## config.mk

```make
export PLATFORM = sky130hd
export DESIGN_NAME = sarctl_top
export DESIGN_NICKNAME = d
export VERILOG_FILES = /design/src/rtl/sarctl_pkg.sv /design/src/rtl/sarctl_rst_sync.sv /design/src/rtl/sarctl_start.sv /design/src/rtl/sarctl_sar.sv /design/src/rtl/sarctl_top.sv
export SDC_FILE = /design/constraint.sdc
export NUM_CORES = 1
export LEC_CHECK = 0
export ABC_CLOCK_PERIOD_IN_PS = 1200
export BUFFER_PORTS_ARGS = -buffer_cell sky130_fd_sc_hd__buf_2
export CORE_MARGIN = 1
export CORE_UTILIZATION = 54
export CTS_CLUSTER_DIAMETER = 40
export CTS_CLUSTER_SIZE = 24
export DETAILED_ROUTE_END_ITERATION = 7
export MAX_ROUTING_LAYER = met4
export PLACE_DENSITY_LB_ADDON = 0.05
export SLEW_MARGIN = 15
export SYNTH_ARGS = -nofsm -noshare
export SYNTH_HDL_FRONTEND = slang
export SYNTH_SLANG_ARGS = --single-unit
export TNS_END_PERCENT = 50
```

## constraint.sdc

```tcl
create_clock -name clk -period 1.2 [get_ports clk]
set_clock_uncertainty 0.2 [all_clocks]
set_input_delay 0.06 -clock clk [delete_from_list [all_inputs] [get_ports clk]]
set_output_delay 0.06 -clock clk [all_outputs]
set_load 0.03 [all_outputs]
```

## src/rtl/sarctl_pkg.sv

```systemverilog
package sarctl_pkg;
  localparam int unsigned CODE_W    = 8;
  localparam int unsigned SLOT_CLKS = 8;
  localparam int unsigned SYNC_LEN  = 2;
endpackage

```

## src/rtl/sarctl_rst_sync.sv

```systemverilog
module sarctl_rst_sync #(
  parameter int unsigned STAGES = sarctl_pkg::SYNC_LEN
) (
  input  logic clk,
  input  logic rst_n,
  output logic rst_sn
);
  logic [STAGES-1:0] sync_q;
  logic [STAGES-1:0] sync_d;

  generate
    if (STAGES > 1) begin : g_chain
      always_comb sync_d = {sync_q[STAGES-2:0], 1'b1};
    end else begin : g_single
      always_comb sync_d = 1'b1;
    end
  endgenerate

  always_ff @(posedge clk or negedge rst_n) begin
    if (!rst_n) sync_q <= '0;
    else        sync_q <= sync_d;
  end

  assign rst_sn = sync_q[STAGES-1];
endmodule

```

## src/rtl/sarctl_start.sv

```systemverilog
module sarctl_start #(
  parameter int unsigned SLOT_CLKS = sarctl_pkg::SLOT_CLKS
) (
  input  logic clk,
  input  logic rst_n,
  input  logic cs_n,
  input  logic wr_n,
  output logic start_req,
  output logic launch,
  output logic tick
);
  localparam int unsigned    PH_W    = (SLOT_CLKS > 1) ? $clog2(SLOT_CLKS) : 1;
  localparam logic [PH_W-1:0] PH_LAST = PH_W'(SLOT_CLKS - 1);

  logic [PH_W-1:0] phase_q, phase_d;
  logic            hold_q, hold_d, hold_en;

  // start condition: both strobes low together
  assign start_req = ~cs_n & ~wr_n;
  // last clock of the free-running slot time base
  assign tick      = (phase_q == PH_LAST);
  // clock-qualified release: only when the strobes are gone
  assign launch    = hold_q & tick & ~start_req;

  always_comb begin
    phase_d = tick ? '0 : phase_q + 1'b1;
    hold_en = start_req | launch;
    hold_d  = start_req;
  end

  always_ff @(posedge clk or negedge rst_n) begin
    if (!rst_n) begin
      phase_q <= '0;
      hold_q  <= 1'b0;
    end else begin
      phase_q <= phase_d;
      if (hold_en) hold_q <= hold_d;
    end
  end
endmodule

```

## src/rtl/sarctl_sar.sv

```systemverilog
module sarctl_sar #(
  parameter int unsigned CODE_W = sarctl_pkg::CODE_W
) (
  input  logic              clk,
  input  logic              rst_n,
  input  logic              start_req,
  input  logic              launch,
  input  logic              tick,
  input  logic              cmp_lo,
  output logic [CODE_W-1:0] trial_code,
  output logic [CODE_W-1:0] result,
  output logic              irq_n,
  output logic [CODE_W-1:0] slot_vec
);
  localparam logic [CODE_W-1:0] MSB_ONLY = {1'b1, {(CODE_W-1){1'b0}}};

  logic [CODE_W-1:0] slot_q, slot_d;
  logic [CODE_W-1:0] trial_q, trial_d;
  logic [CODE_W-1:0] res_q;
  logic [CODE_W-1:0] decided;
  logic              irq_q, irq_d;
  logic              busy, step, seq_en, res_en, irq_en;

  assign busy = |slot_q;
  assign step = tick & busy;

  // per-bit decision: clear the bit under test when input is below trial
  generate
    for (genvar i = 0; i < CODE_W; i++) begin : g_bit
      assign decided[i] = trial_q[i] & ~(slot_q[i] & cmp_lo);
    end
  endgenerate

  always_comb begin
    slot_d  = slot_q;
    trial_d = trial_q;
    irq_d   = irq_q;
    seq_en  = start_req | launch | step;
    res_en  = 1'b0;
    irq_en  = 1'b0;
    if (start_req) begin
      slot_d  = '0;
      trial_d = '0;
      irq_d   = 1'b1;
      irq_en  = 1'b1;
    end else if (launch) begin
      slot_d  = MSB_ONLY;
      trial_d = MSB_ONLY;
    end else if (step) begin
      slot_d  = slot_q >> 1;
      trial_d = decided | (slot_q >> 1);
      if (slot_q[0]) begin
        res_en = 1'b1;
        irq_d  = 1'b0;
        irq_en = 1'b1;
      end
    end
  end

  always_ff @(posedge clk or negedge rst_n) begin
    if (!rst_n) begin
      slot_q  <= '0;
      trial_q <= '0;
      res_q   <= '0;
      irq_q   <= 1'b1;
    end else begin
      if (seq_en) begin
        slot_q  <= slot_d;
        trial_q <= trial_d;
      end
      if (res_en) res_q <= decided;
      if (irq_en) irq_q <= irq_d;
    end
  end

  assign trial_code = trial_q;
  assign result     = res_q;
  assign irq_n      = irq_q;
  assign slot_vec   = slot_q;
endmodule

```

## src/rtl/sarctl_top.sv

```systemverilog
module sarctl_top #(
  parameter int unsigned CODE_W    = sarctl_pkg::CODE_W,
  parameter int unsigned SLOT_CLKS = sarctl_pkg::SLOT_CLKS
) (
  input  logic              clk,
  input  logic              rst_n,
  input  logic              cs_n,
  input  logic              wr_n,
  input  logic              cmp_lo,
  output logic [CODE_W-1:0] trial_code,
  output logic [CODE_W-1:0] result,
  output logic              irq_n
);
  logic              rst_sn;
  logic              start_req, launch, tick;
  logic [CODE_W-1:0] slot_vec;

  sarctl_rst_sync u_rst (
    .clk    (clk),
    .rst_n  (rst_n),
    .rst_sn (rst_sn)
  );

  sarctl_start #(.SLOT_CLKS(SLOT_CLKS)) u_start (
    .clk       (clk),
    .rst_n     (rst_sn),
    .cs_n      (cs_n),
    .wr_n      (wr_n),
    .start_req (start_req),
    .launch    (launch),
    .tick      (tick)
  );

  sarctl_sar #(.CODE_W(CODE_W)) u_sar (
    .clk        (clk),
    .rst_n      (rst_sn),
    .start_req  (start_req),
    .launch     (launch),
    .tick       (tick),
    .cmp_lo     (cmp_lo),
    .trial_code (trial_code),
    .result     (result),
    .irq_n      (irq_n),
    .slot_vec   (slot_vec)
  );
endmodule

```

Word level (Yosys, flattened, before mapping)
Cells that the tools add are included.

Bitwise logic cells: 34. Equal/unequal tests: 2. Add/subtract/negate cells: 1. Multiplexer cells: 16. Reduce and logical (&&, ||, !) cells: 6.

Operators with widths (number): 2-to-1 mux 8 bit (6); AND 1 bit (20); inverter 1 bit (11); 2-to-1 mux 1 bit (9); bitwise OR 8 x 7 -> 8 bit (1); OR reduction 8 bit (1); AND reduction 4 bit (1); nonzero test 2 bit (2); adder 3 x 1 -> 3 bit (second input constant) (1); equality test 3 bit (second input constant) (1); 2-to-1 mux 3 bit (1); nonzero test 3 bit (1); inequality test 2 x 1 -> 1 bit (second input constant) (1); bitwise OR 1 bit (2); AND reduction 2 bit (1).

Register bits: 31. Input port bits: 5. Output and inout port bits: 17.

Logic depth before layout (Yosys ltp)
Depth in word-level cells: 7. Mapped depth: 6. Mapped depth without buffers: 5.

Modules after synthesis
A second synthesis with hierarchy kept.

Cells, all modules: 112. Area total of the unflattened synthesis: 1336.3 µm².

Modules (own cells, without submodules): sarctl_sar (area each 1127.3 µm², cells an instance 97, times used 1); sarctl_start (area each 155.1 µm², cells an instance 12, times used 1); sarctl_rst_sync (area each 53.8 µm², cells an instance 3, times used 1).

Least setup slack after synthesis
No wires, ideal clock.

Kind: flip-flop to flip-flop. From: reg u_start.phase_q[0]. To: reg u_sar.res_q[0] (netlist: u_sar.result[0]). Clock period less this slack: 1886 ps. Data arrival time: 1561 ps. Cell stages (with the launch flop): 7. Path slack: -686 ps. Cells stage by stage: dfrtp_1 ha_1 ha_1 and2b_4 and3b_1 buf_6 mux2_4.

Longest elaborated chain between the ends: 5. Elaborated cells between the ends (all ways): 7. Those cells by class: eq/ne: 1; mux: 3; bitwise: 3.

Ends and longest elaborated chain: from (decl) (RTL line sarctl_start.sv:15) `logic [PH_W-1:0] phase_q, phase_d;`; from (signal assigned) (RTL line sarctl_start.sv:36) `phase_q <= phase_d;`; equality test 3 bit * (RTL line sarctl_start.sv:21) `assign tick = (phase_q == PH_LAST);`; AND 1 bit, on equally long branches (RTL line sarctl_sar.sv:25, sarctl_start.sv:23); 2-to-1 mux 1 bit or AND 1 bit (tied branches) (RTL line sarctl_sar.sv:49, sarctl_start.sv:23); 2-to-1 mux 1 bit * (RTL line sarctl_sar.sv:46) `end else if (launch) begin`; 2-to-1 mux 1 bit * (RTL line sarctl_sar.sv:41) `if (start_req) begin`; to (signal assigned) (RTL line sarctl_sar.sv:71) `if (res_en) res_q <= decided;`; to (decl) (RTL line sarctl_sar.sv:19) `logic [CODE_W-1:0] res_q;`.

Mark *: on every way between the ends. The rest lies on a longest branch, timed or not. A chain may end at the register's enable or synchronous reset.

Worst setup path in the final report
Ends and elaborated chain as after synthesis.

==> impl_results.md <==
* CTS buffer count at 5
* Routability cong. at about 0.8
* Final net count at roughly 170
* DR vias at 1050
* First-pass GRT wire length at slightly below 5000 µm
* Final core occ at 75.9%
* Distinct cells, synth at 26
* Clk root buf: clkbuf_4
* Pleak at 0.836 nW
* Via density at about 5.4
* Std-Cell Rows at 17
* Dpl ws at -576 ps
* First-pass detailed-route iteration total at 4
* Type of origin of the critical path: register
* Cells after synthesis at ~130
* Unrepaired setup endpoints after global routing: yes
* Ys Warns at 0
* FF+latch count, synth at 31
* Post-Place Cells at 183
* Sequential share of the synthesized area at 56.5%
* Initial antenna violation count at 0
* Detail Placement HPWL at 1890 µm
* Starting Density at 59.9%
* Num ports at 22
* Total track usage at 25.7%
* Yosys top cell area share at between 50% and 60%
* CP Class: register to register
* Final WS setup at -527 ps
* Max Clock Freq at between 500 and 600 MHz
* Chip height at 52.5 µm
* Routed Antenna Nets at 0
* Crit. End Element: register
* Sink Count at 31
* GRT overflow at 0
* Core area at 2300 µm²
* Dpl cell area at 1560 µm²
* Largest net degree at the start of global routing at 30
* Vias in the first global route at 1053
* Status: finished, violations left
* Count of final max-slew check failures at 0
* CTS Buffer Depth at 2
* Commonest cells after routing, fill and taps aside: dfrtp_1, nand2_1, buf_2
* Syn Std Cell Area at roughly 1400 µm²
* Area grow syn2layout at 26.8%
* Net count after synthesis at 140
* Commonest non-fill, non-tap cell in the layout: dfrtp_1
* N_diodes at 0
* Die W at between 50 and 60 µm
* H-tree levels at 2
* DRC viols at 0
* Worst min-delay path category: input pin to register
* Non-Filler Instances at 196
* Power density cells at 998 nW/µm²
* Synth area leaders: dfrtp_1, a21oi_1, mux2i_1, nand2_1, nor2b_1
* Synth area leader: dfrtp_1
* Top fanout value on the critical path at 3
* Starting DRT DRC Count at 31
* WL/cell at 15.1 µm
* Maximum VDD drop at ~0.90 mV
* Fin crit period at ~1700 ps
* Port bufs at 21
* Fin crit share at 144%
* Syn avg cell area at 10.3 µm²
* Setup violations, final at 28
* WHS at 13.9 ps
* Layout cells sized above 1 at 29.2%
* Fin. Hold Viols at 0
* WL final at 2970 µm
* Worst skew pair latency at between 300 and 400 ps
* CTS clock-pin slew for the worst setup and hold paths at 90 ps
* Cell area after layout at 1740 µm²
* CTS tree: yes
* Max_cap viols at 0
* Full die area at 2750 µm²
* Critical Path AT at roughly 1700 ps
* Failing checks: setup timing
* Worst EP required at 1220 ps
-- per-stage QoR --
| step | setup TNS, ps | power (W) |
|---|---|---|
| CTS | -11400 | 0.00175 |
| detailed placement | -11080 | 0.00118 |
| global placement | -10010 | 0.00118 |
| global route | -12570 | 0.00182 |
| floorplan | -9750 | 0.00113 |
| finish | -10960 | 0.00174 |
-- kinds of logic (layout without fill, tap and decap cells) --
group	count (synthesis)	after routing	synth area share (%)
buffers and inverters	13	48	4.37
adder cells (fa/ha/maj)	2	2	1.82
flip-flops	31	31	56.5
multiplexers	8	8	6.55
AO/OA/AOI/OAI	26	26	10.1
AND/OR/NAND/NOR	52	52	20.4
other	1	1	0.273
-- critical path, cell delays in order (launching register included) --
cell and delay, ps:
dfrtp_1 390, ha_2 190, ha_4 160, and2b_4 160, and3b_2 230, mux2_4 300
-- cells in the mapped netlist --
cell / instances
a21boi_0: 1
a21oi_1: 16
and2b_1: 6
and2b_4: 1
and3b_1: 1
buf_1: 1
buf_2: 3
buf_6: 1
clkbuf_1: 1
conb_1: 1
dfrtp_1: 30
dfstp_2: 1
ha_1: 2
inv_1: 7
mux2_4: 2
mux2i_1: 6
nand2_1: 15
nand2b_1: 1
nand3_1: 1
nand4_1: 7
nor2_1: 10
nor2_4: 1
nor2b_1: 9
o21ai_0: 7
o21ba_2: 1
o22ai_1: 1
-- repair_timing --
action | 4_1_cts | 5_1_grt
buffers inserted | 0 | 0
endpoints found under the setup margin | 30 | 38
resized for setup | 7 | 21
endpoints found under the hold margin | 10 | 0
pin swaps | 0 | 1
hold buffers | 5 | 0
-- routing by layer --
layer	vias up	routed length (µm)	global-route usage [%]	share of wire (%)
li1	512	-	-	-
met1	500	1370	31.6	46
met2	33	1430	38.8	48
met3	5	120	8.41	4.0
met4	0	48	11.4	1.6
met5	-	0	-	0
-- where the power goes --
group / leakage [nW] / internal (W) / switching, W / total (W)
logic: 0.420 / 0.0000454 / 0.0000638 / 0.000109
registers: 0.387 / 0.00106 / 0.00000953 / 0.00107
clock network: 0.0293 / 0.000228 / 0.000337 / 0.000565
total: 0.836 / 0.00133 / 0.000410 / 0.00174
-- path summary, 6_finish.rpt --
kind | start | end | slack, ps | depth (start not counted)
max | u_start.phase_q[0]$_DFF_PN0_ | u_sar.result[0]$_DFFE_PN0P_ | -530 | 5
min | cs_n | u_sar.slot_vec[3]$_DFFE_PN0P_ | 10 | 4
max reg2reg | u_start.phase_q[0]$_DFF_PN0_ | u_sar.result[0]$_DFFE_PN0P_ | -530 | 5
min reg2reg | u_rst.sync_q[1]$_DFF_PN0_ | u_sar.result[7]$_DFFE_PN0P_ | 20 | 1
max in group asynchronous | rst_n | u_rst.sync_q[0]$_DFF_PN0_ | 290 | 3
min in group asynchronous | u_rst.sync_q[1]$_DFF_PN0_ | u_sar.result[7]$_DFFE_PN0P_ | 20 | 1
-- sequential cells by signal, indices dropped and copies added, names as in the netlist --
| register | flops |
|---|---|
| u_sar.slot_vec | 8 |
| u_sar.irq_n | 1 |
| u_start.phase_q | 3 |
| u_sar.trial_code | 8 |
| u_start.hold_q | 1 |
| u_rst.sync_q | 2 |
| u_sar.result | 8 |
-- area by class of cell --
| type | count | area, µm² |
|---|---|---|
| timing repair buffer | 33 | 275 |
| clock buffer | 7 | 45.0 |
| tap | 28 | 35.0 |
| fill | 156 | 554 |
| multi-input combinational | 89 | 579 |
| clock inverter | 1 | 5.00 |
| inverter | 7 | 26.3 |
| sequential | 31 | 777 |
(Power assumes the default switching activity.)
